### src/rtl/vfm_pkg.sv
package vfm_pkg;
  typedef enum logic [1:0] {
    FT_NONE = 2'b00,
    FT_DRV  = 2'b01,
    FT_VLV  = 2'b10
  } fault_t;
endpackage

### src/rtl/vfm_chan.sv
// One channel: settle blanking, persistence counters and one-shot fault hits.
module vfm_chan #(
  parameter int SETTLE_CYC  = 8,
  parameter int CONFIRM_CYC = 4
) (
  input  logic clk,
  input  logic rst,
  input  logic cmd_i,
  input  logic drv_i,
  input  logic stat_n_i,
  output logic hit_drv_o,
  output logic hit_vlv_o
);
  localparam int SW = $clog2(SETTLE_CYC + 1);
  localparam int CW = $clog2(CONFIRM_CYC + 1);
  localparam logic [CW-1:0] LAST = CW'(CONFIRM_CYC - 1);

  logic          cmd_q;
  logic [SW-1:0] settle_cnt;
  logic [CW-1:0] mm_cnt, vl_cnt;
  logic          done_drv, done_vlv;
  logic          chg, blank, mm_now, vl_now;

  assign chg    = cmd_i ^ cmd_q;
  assign blank  = chg | (settle_cnt != '0);
  assign mm_now = (cmd_i ^ drv_i) & ~blank;
  assign vl_now = ~stat_n_i;

  assign hit_drv_o = mm_now & (mm_cnt == LAST) & ~done_drv;
  assign hit_vlv_o = vl_now & (vl_cnt == LAST) & ~done_vlv;

  always_ff @(posedge clk) begin
    if (rst) begin
      cmd_q      <= 1'b0;
      settle_cnt <= '0;
      mm_cnt     <= '0;
      vl_cnt     <= '0;
      done_drv   <= 1'b0;
      done_vlv   <= 1'b0;
    end else begin
      cmd_q <= cmd_i;
      if (chg)
        settle_cnt <= SW'(SETTLE_CYC);
      else if (settle_cnt != '0)
        settle_cnt <= settle_cnt - SW'(1);
      if (!mm_now)
        mm_cnt <= '0;
      else if (mm_cnt != LAST)
        mm_cnt <= mm_cnt + CW'(1);
      if (!vl_now)
        vl_cnt <= '0;
      else if (vl_cnt != LAST)
        vl_cnt <= vl_cnt + CW'(1);
      done_drv <= done_drv | hit_drv_o;
      done_vlv <= done_vlv | hit_vlv_o;
    end
  end

  generate
    if (CONFIRM_CYC > 1) begin : g_chk
      assert_drv_persist_R4: assert property (@(posedge clk) disable iff (rst)
        hit_drv_o |-> $past(cmd_i != drv_i));
      assert_cmd_steady_R3: assert property (@(posedge clk) disable iff (rst)
        hit_drv_o |-> ($past(cmd_i) == cmd_i));
      assert_vlv_persist_R5: assert property (@(posedge clk) disable iff (rst)
        hit_vlv_o |-> $past(!stat_n_i));
    end
  endgenerate
endmodule

### src/rtl/vfm_prio.sv
// Lowest-index-first priority pick.
module vfm_prio #(
  parameter int W = 8
) (
  input  logic [W-1:0]         req_i,
  output logic [W-1:0]         gnt_o,
  output logic [$clog2(W)-1:0] idx_o,
  output logic                 any_o
);
  localparam int IW = $clog2(W);

  logic found;

  always_comb begin
    gnt_o = '0;
    idx_o = '0;
    found = 1'b0;
    for (int i = 0; i < W; i++) begin
      if (req_i[i] && !found) begin
        gnt_o[i] = 1'b1;
        idx_o    = IW'(i);
        found    = 1'b1;
      end
    end
  end

  assign any_o = |req_i;
endmodule

### src/rtl/vfm_report.sv
// Latches lamp/inhibit, queues faults and presents one code per interrupt.
module vfm_report
  import vfm_pkg::*;
#(
  parameter int NUM_CH = 4
) (
  input  logic                      clk,
  input  logic                      rst,
  input  logic [NUM_CH-1:0]         hit_drv_i,
  input  logic [NUM_CH-1:0]         hit_vlv_i,
  input  logic                      ack_i,
  output logic                      irq_o,
  output logic [$clog2(NUM_CH)+1:0] code_o,
  output logic                      inhibit_o,
  output logic                      lamp_o
);
  localparam int W      = 2 * NUM_CH;
  localparam int IW     = $clog2(W);
  localparam int CODE_W = $clog2(NUM_CH) + 2;

  logic [W-1:0]      hits, pend_q, req, gnt;
  logic [IW-1:0]     idx;
  logic              any, load;
  fault_t            ft;
  logic [CODE_W-1:0] code_q;
  logic              irq_q, inhibit_q, lamp_q;

  generate
    for (genvar c = 0; c < NUM_CH; c++) begin : g_map
      assign hits[2*c]   = hit_drv_i[c];
      assign hits[2*c+1] = hit_vlv_i[c];
    end
  endgenerate

  assign req = pend_q | hits;

  vfm_prio #(.W(W)) u_prio (
    .req_i (req),
    .gnt_o (gnt),
    .idx_o (idx),
    .any_o (any)
  );

  assign load = !irq_q && any;
  assign ft   = idx[0] ? FT_VLV : FT_DRV;

  always_ff @(posedge clk) begin
    if (rst) begin
      pend_q    <= '0;
      code_q    <= '0;
      irq_q     <= 1'b0;
      inhibit_q <= 1'b0;
      lamp_q    <= 1'b0;
    end else begin
      inhibit_q <= inhibit_q | (|hits);
      lamp_q    <= lamp_q | (|hits);
      pend_q    <= load ? (req & ~gnt) : req;
      if (irq_q && ack_i)
        irq_q <= 1'b0;
      else if (load)
        irq_q <= 1'b1;
      if (load)
        code_q <= {idx[IW-1:1], ft};
    end
  end

  assign irq_o     = irq_q;
  assign code_o    = code_q;
  assign inhibit_o = inhibit_q;
  assign lamp_o    = lamp_q;

  assert_hold_R7: assert property (@(posedge clk) disable iff (rst)
    (irq_o && !ack_i) |=> (irq_o && $stable(code_o)));
  assert_ack_clear_R7: assert property (@(posedge clk) disable iff (rst)
    (irq_o && ack_i) |=> !irq_o);
  assert_sticky_R6: assert property (@(posedge clk) disable iff (rst)
    inhibit_o |=> (inhibit_o && lamp_o));
  assert_first_R6: assert property (@(posedge clk) disable iff (rst)
    $rose(irq_o) |-> inhibit_o);
  assert_onehot_R8: assert property (@(posedge clk) disable iff (rst)
    $onehot0(gnt));
endmodule

### src/rtl/valve_fault_monitor.sv
module valve_fault_monitor #(
  parameter int NUM_CH      = 4,
  parameter int SETTLE_CYC  = 8,
  parameter int CONFIRM_CYC = 4
) (
  input  logic                      clk,
  input  logic                      rst,
  input  logic [NUM_CH-1:0]         cmd_i,
  input  logic [NUM_CH-1:0]         drv_out_i,
  input  logic [NUM_CH-1:0]         stat_n_i,
  input  logic                      ack_i,
  output logic                      irq_o,
  output logic [$clog2(NUM_CH)+1:0] code_o,
  output logic                      inhibit_o,
  output logic                      lamp_o
);
  logic [NUM_CH-1:0] hit_drv, hit_vlv;

  generate
    for (genvar c = 0; c < NUM_CH; c++) begin : g_ch
      vfm_chan #(
        .SETTLE_CYC  (SETTLE_CYC),
        .CONFIRM_CYC (CONFIRM_CYC)
      ) u_chan (
        .clk       (clk),
        .rst       (rst),
        .cmd_i     (cmd_i[c]),
        .drv_i     (drv_out_i[c]),
        .stat_n_i  (stat_n_i[c]),
        .hit_drv_o (hit_drv[c]),
        .hit_vlv_o (hit_vlv[c])
      );
    end
  endgenerate

  vfm_report #(.NUM_CH(NUM_CH)) u_report (
    .clk       (clk),
    .rst       (rst),
    .hit_drv_i (hit_drv),
    .hit_vlv_i (hit_vlv),
    .ack_i     (ack_i),
    .irq_o     (irq_o),
    .code_o    (code_o),
    .inhibit_o (inhibit_o),
    .lamp_o    (lamp_o)
  );
endmodule

### config.mk
export PLATFORM = sky130hd
export DESIGN_NAME = valve_fault_monitor
export DESIGN_NICKNAME = d
export VERILOG_FILES = /design/src/rtl/vfm_pkg.sv /design/src/rtl/vfm_chan.sv /design/src/rtl/vfm_prio.sv /design/src/rtl/vfm_report.sv /design/src/rtl/valve_fault_monitor.sv
export SDC_FILE = /design/constraint.sdc
export NUM_CORES = 1
export LEC_CHECK = 0
export BUFFER_PORTS_ARGS = -buffer_cell sky130_fd_sc_hd__buf_2
export CORE_MARGIN = 2
export CORE_UTILIZATION = 30
export CTS_CLUSTER_DIAMETER = 120
export DETAILED_ROUTE_END_ITERATION = 12
export PLACE_DENSITY = 0.43
export SYNTH_ARGS = -nofsm -noshare
export SYNTH_HDL_FRONTEND = slang
export SYNTH_SLANG_ARGS = --single-unit
### constraint.sdc
create_clock -name clk -period 4.1 [get_ports clk]
set_clock_uncertainty 0.1 [all_clocks]
set_input_delay 0.41 -clock clk [delete_from_list [all_inputs] [get_ports clk]]
set_output_delay 0.41 -clock clk [all_outputs]
set_load 0.01 [all_outputs]
== Word-level counts from Yosys, hierarchy flattened ==
Index checks and enable logic that the tools add are counted.
W data, S select, Z words.
Storage, ports and cells
  register bits after elaboration: 67
  bits of input ports: 15
  output and inout port bits: 7
  logic and storage cells: 197
Operators by class
  add/subtract/negate cells: 12
  equality and inequality tests: 16
  mux-type cells: 31
  bitwise gates (word level): 65
  reductions and logical operators: 40
Operators by type and width (number)
  $mux W4: 8
  $reduce_or A2 Y1: 13
  $add A3 B1 Y3 const B: 8
  $eq A3 B2 Y1 const B: 8
  $ne A3 B2 Y1 const B: 8
  $and A1 B1 Y1: 20
  $not A1 Y1: 20
  $mux W3: 6
  $reduce_bool A4 Y1: 4
  $reduce_or A8 Y1: 2
  $sub A4 B1 Y4 const B: 4
  $mux W1: 15
  $or A1 B1 Y1: 14
  $logic_and A1 B1 Y1: 9
  $and A8 B8 Y8: 1
  $logic_not A1 Y1: 8
  $mux W8: 1
  $not A8 Y8: 1
  $or A8 B8 Y8: 1
  $reduce_bool A2 Y1: 4
  $xor A1 B1 Y1: 8
  $mux W2: 1

== Longest topological paths before layout ==
  depth after elaboration: 32
  gate-level depth with buffers: 8
  depth with buffers taken out: 7

== By module ==
From an unflattened synthesis, not the netlist that was laid out.
Second synthesis, totals
  cell total of the unflattened synthesis: 341
  area total of the unflattened synthesis: 3170.5 µm²
Modules (own cells, without submodules)
  vfm_chan: instances 4, cells an instance 65, area an instance 619.3 µm², sequential area each 260.2 µm²
  vfm_report: instances 1, cells an instance 59, area an instance 543.0 µm², sequential area each 300.3 µm²
  vfm_prio: instances 1, cells an instance 22, area an instance 150.1 µm², sequential area each 0.0 µm²

== Least setup slack after synthesis ==
OpenSTA, ideal clock, no wires.
  path kind: reg2reg
  from: register g_ch[2].u_chan.mm_cnt[0]
  to: register u_report.code_q[0], in the netlist u_report.code_o[0]
  setup time: 117 ps
  data arrival time: 1980 ps
  required time: 3883 ps
  path slack: 1902 ps
  stages on the path, launching flop included: 9
  path buffers: 1
  period minus slack after synthesis: 2198 ps
  cell sequence: dfxtp_1 ha_1 ha_1 buf_1 inv_1 a2111oi_4 nor4_2 a41o_1 a32o_1
On the way
  longest elaborated chain between the ends: 16
  elaborated cells on any way between the ends: 21
  those cells by class: eq/ne (1); mux (8); bitwise (3); reduce/logical (9)
RTL lines
  start, declared: line vfm_chan.sv:20  | logic [CW-1:0] mm_cnt, vl_cnt;
  start signal, assigned: line vfm_chan.sv:49  | mm_cnt <= mm_cnt + CW'(1);
  $eq A3 B2 Y1 *: line vfm_chan.sv:29  | assign hit_drv_o = mm_now & (mm_cnt == LAST) & ~done_drv;
  $and A1 B1 Y1 * (2 in a row): line vfm_chan.sv:29
  $or A8 B8 Y8 *: line vfm_report.sv:35  | assign req = pend_q | hits;
  $logic_and A1 B1 Y1: line vfm_prio.sv:19  | if (req_i[i] && !found) begin
  $mux W1: line vfm_prio.sv:19
  $logic_not A1 Y1: line vfm_prio.sv:19
  $logic_and A1 B1 Y1: line vfm_prio.sv:19
  $mux W1: line vfm_prio.sv:19
  $logic_not A1 Y1: line vfm_prio.sv:19
  $logic_and A1 B1 Y1: line vfm_prio.sv:19
  $mux W1: line vfm_prio.sv:19
  $logic_not A1 Y1: line vfm_prio.sv:19
  $logic_and A1 B1 Y1: line vfm_prio.sv:19
  $mux W3: line vfm_prio.sv:19
  $mux W2: line vfm_report.sv:45  | assign ft = idx[0] ? FT_VLV : FT_DRV;
  end signal, assigned: line vfm_report.sv:63  | code_q <= {idx[IW-1:1], ft};
  end, declared: line vfm_report.sv:25  | logic [CODE_W-1:0] code_q;
Every way passes the cells marked *; elsewhere a longest branch is shown, timed or not.
A chain may end at the register's enable or synchronous reset.

== Worst setup path in the final report ==
  from: register g_ch[2].u_chan.vl_cnt[0]
  to: register u_report.code_q[1], in the netlist u_report.code_o[1]
On the way
  longest elaborated chain between the ends: 13
  elaborated cells on any way between the ends: 17
  those cells by class: eq/ne (1); mux (6); bitwise (3); reduce/logical (7)
RTL lines
  start, declared: line vfm_chan.sv:20
  start signal, assigned: line vfm_chan.sv:53  | vl_cnt <= vl_cnt + CW'(1);
  $eq A3 B2 Y1 *: line vfm_chan.sv:30  | assign hit_vlv_o = vl_now & (vl_cnt == LAST) & ~done_vlv;
  $and A1 B1 Y1 * (2 in a row): line vfm_chan.sv:30
  $or A8 B8 Y8 *: line vfm_report.sv:35
  $logic_and A1 B1 Y1: line vfm_prio.sv:19
  $mux W1: line vfm_prio.sv:19
  $logic_not A1 Y1: line vfm_prio.sv:19
  $logic_and A1 B1 Y1: line vfm_prio.sv:19
  $mux W1: line vfm_prio.sv:19
  $logic_not A1 Y1: line vfm_prio.sv:19
  $logic_and A1 B1 Y1: line vfm_prio.sv:19
  $mux W3: line vfm_prio.sv:19
  $mux W2: line vfm_report.sv:45
Marked as above.

==> metrics.log <==
INFO  metric cts.htree.levels = 3
INFO  metric reg2reg_to = u_report.code_o[1]$_SDFFE_PP0P_
INFO  metric clock_insertion_delay_worst_skew = 0.34 ns
INFO  metric worst_setup_path_end_kind = register
INFO  metric grt_setup_unrepaired = false
INFO  metric initial_core_util = 31.1%
INFO  metric hold_path_startpoint = stat_n_i[3]
INFO  metric postSynthCellCount = 334
INFO  metric drt-initial-drc-count = 44
INFO  metric critical_path.max_stage_delay = 0.38 ns
INFO  metric place_congestion = 0.802
INFO  metric max_clock_freq = 404 MHz
INFO  metric cp.arrival = 2.62 ns
INFO  metric worst_setup_hold_path_clk_slew = 0.07 ns
INFO  metric fin_crit = 2.48 ns
INFO  metric setup.worst_path.class = reg -> reg
INFO  metric post-synth-top-area-cell = dfxtp_1
INFO  metric fin_worst_hold_slack = 0.202 ns
INFO  metric number_of_enable_flip_flop_cells_after_synthesis = 0
INFO  metric post_cts_resize_count = 0
INFO  metric largest_net_degree_at_the_start_of_global_routing = 43
INFO  metric power_density = 431 nW/um^2
INFO  metric timing.critical_path.fanout_max = 6
INFO  metric post-place-ws = 1.66 ns
INFO  metric hpwl_reported_at_the_end_of_detailed_placement = 4120 um
INFO  metric syn_area_per_cell = 9.15 um^2
INFO  metric setup_ws = 1.62 ns
INFO  metric areaGrowthSynthToFinish = 14.0%
INFO  metric slew_at_the_pin_closest_to_its_max_slew_limit = 0.853 ns
INFO  metric num_ports = 22
INFO  metric power.ir.vdd_worst = 0.000134 V
INFO  metric core-area = 9820 um^2
INFO  metric cts.sinks = 67
INFO  metric drv_cap = 0
INFO  metric layout_worst_path_cycle_share = 60.4%
INFO  metric hold_path_class = in -> reg
INFO  metric post-synth-top-count-cell = dfxtp_1
INFO  metric post_drt_via_cell_ratio = 4.61
INFO  metric yosysWarningCount = 0
INFO  metric synth.yosys.seq_area_share = 43.9%
INFO  metric power.static_leakage = 1.43 nW
INFO  metric finalSetupTns = 0 ns
INFO  metric die_area = 11000 um^2
INFO  metric hold_path_end = g_ch[3].u_chan.vl_cnt[2]$_SDFFE_PP0P_
INFO  metric antenna_violating_nets_post_route = 0
INFO  metric vias = 2266
INFO  metric chipWidth = 105 um
INFO  metric timing.rr.start = g_ch[2].u_chan.vl_cnt[0]$_SDFFE_PP0P_
INFO  metric critical_path_required = 4.24 ns
INFO  metric synth.top_cells.by_area = dfxtp_1 (44%), ha_1 (9.8%), nor2_1 (5.0%)
INFO  metric globalRoute.totalOverflow = 0
INFO  metric clk_root_buffer_cell = clkbuf_8
INFO  metric grt_first_pass_wirelength = 9870 um
INFO  metric routed_wl = 5760 um
INFO  metric cts-buffers-inserted = 9
INFO  metric report.final.hold_viol_count = 0
INFO  metric worstSetupStartpointType = register
INFO  metric critical_path.slowest_cell = nor4_2
INFO  metric tritoncts = yes
INFO  metric grt_usage = 11.3%
INFO  metric slew-limit-headroom = 43.1%
INFO  metric synth_cell_type_count = 40
INFO  metric fill_cells = 1027
INFO  metric synth_area = 3060 um^2
INFO  metric timing.final.max_slew_violations = 0
INFO  metric drt-wirelength-per-cell = 11.7 um
INFO  metric clk_path_buf_depth = 2
INFO  metric ys_top_cells_by_count = dfxtp_1 (67), nor2_1 (41), a21oi_1 (30), inv_1 (30), nor3_1 (26)
INFO  metric drive_above_1_share = 12.0%
INFO  metric drc = 0
INFO  metric cp_cell_sequence = ha_1 -> ha_1 -> nor3b_1 -> or3_1 -> nor4_2 -> o221ai_1 -> a221oi_1
INFO  metric number_of_i_o_port_buffers = 21
INFO  metric path_common_cell = ha_1
INFO  metric antenna-diode-count = 0
INFO  metric yosys_most_used_dff = dfxtp_1
INFO  metric r2r_slack = 1.62 ns
INFO  metric syn-num-nets = 373
INFO  metric antenna_found_initial = 1
INFO  metric synthDominantCellAreaShare = 43.9%
INFO  metric detailedRoute.firstPassIterationCount = 4
INFO  metric outcome = finished, final reports clean
INFO  metric reg2regPathDepth = 7
INFO  metric ff_latch_count_synth = 67
INFO  metric grt_pass1_vias = 2132
INFO  metric synthArstFlopShare = 0%
INFO  metric hold_path_depth = 2
INFO  metric design.final.nets = 394
INFO  metric setup_violations = 0
INFO  metric floorplan.die.height = 105 um
INFO  metric post_cts_setup_buffer_count = 0
INFO  metric cts_hold_buffers = 0
INFO  metric row_count = 36
per-layer routing:
layer  vias to the layer above  global-route usage, %  part of all wire [%]
li1                       1197                      -                     -
met1                      1026                   14.7                    51
met2                        30                   16.9                    42
met3                        11                   3.31                   4.7
met4                         2                   6.29                   1.9
met5                         -                      0                  0.12
cells in the final DEF (no fill, tap or decap), types with 11 or more instances in the layout:
cell | Yosys | layout
a21oi_1 | 30 | 30
buf_2 | 0 | 21
clkbuf_8 | 0 | 14
dfxtp_1 | 67 | 67
ha_1 | 24 | 24
inv_1 | 30 | 30
nand2_1 | 11 | 11
nor2_1 | 41 | 41
nor3_1 | 26 | 26
xnor2_1 | 12 | 12
metrics by stage:
step	power, mW	instance area, um^2	cells	utilization [%]
finish	1.50	3480	492	35.5
global route	1.60	3480	492	35.5
CTS	1.53	3480	492	35.5
detailed placement	0.980	3290	477	33.5
global placement	0.980	3290	477	33.5
floorplan	0.927	3060	334	-
critical path: cells and delay by family, from the launching register on:
kind                     cells  cell delay (ns)
AND/OR/NAND/NOR              3             0.92
flip-flops                   1             0.33
AO/OA/AOI/OAI                2             0.53
adder cells (fa/ha/maj)      2             0.48
cells by family after synthesis:
kind of cell / count (synthesis) / synth area share, %
buf+inv: 41 / 5.03
xor+xnor: 20 / 5.73
compound gates: 58 / 12.9
flops: 67 / 43.9
fa+ha+maj: 24 / 9.82
simple gates: 116 / 20.0
mux: 8 / 2.62
where the power goes:
part	internal (mW)	leakage [nW]	switching, mW
sequential	0.690	0.545	0.0283
combinational	0.111	0.780	0.133
clock	0.298	0.105	0.240
flip-flops by register name, indices dropped and copies added (netlist names):
name                    cells
u_report.code_o             4
u_report.inhibit_o          1
u_report.lamp_o             1
g_ch.u_chan.settle_cnt     16
g_ch.u_chan.done_vlv        4
u_report.irq_o              1
u_report.pend_q             8
g_ch.u_chan.vl_cnt         12
g_ch.u_chan.mm_cnt         12
g_ch.u_chan.cmd_q           4
g_ch.u_chan.done_drv        4
worst max-delay path by stage:
stage                                           from                               to  slack [ns]  depth (start not counted)
2_1_floorplan  g_ch[2].u_chan.mm_cnt[0]$_SDFFE_PP0P_  u_report.code_o[0]$_SDFFE_PP0P_        1.90                          8
3_3_place_gp   g_ch[2].u_chan.vl_cnt[0]$_SDFFE_PP0P_  u_report.code_o[1]$_SDFFE_PP0P_        1.71                          7
3_5_place_dp   g_ch[2].u_chan.vl_cnt[0]$_SDFFE_PP0P_  u_report.code_o[1]$_SDFFE_PP0P_        1.66                          7
4_1_cts        g_ch[2].u_chan.vl_cnt[0]$_SDFFE_PP0P_  u_report.code_o[1]$_SDFFE_PP0P_        1.63                          7
5_1_grt        g_ch[2].u_chan.vl_cnt[0]$_SDFFE_PP0P_  u_report.code_o[1]$_SDFFE_PP0P_        1.38                          7
6_report       g_ch[2].u_chan.vl_cnt[0]$_SDFFE_PP0P_  u_report.code_o[1]$_SDFFE_PP0P_        1.62                          7
layout make-up:
class	instances	area, um^2	area share [%]
clock buffers	14	193	5.53
repair buffers	21	105	3.02
flip-flops and latches	67	1340	38.5
well taps	133	166	4.78
inverters	30	113	3.23
multi-input cells	226	1560	44.8
clock inverters	1	5.00	0.144
No activity file was read; power rests on OpenSTA's default activity.
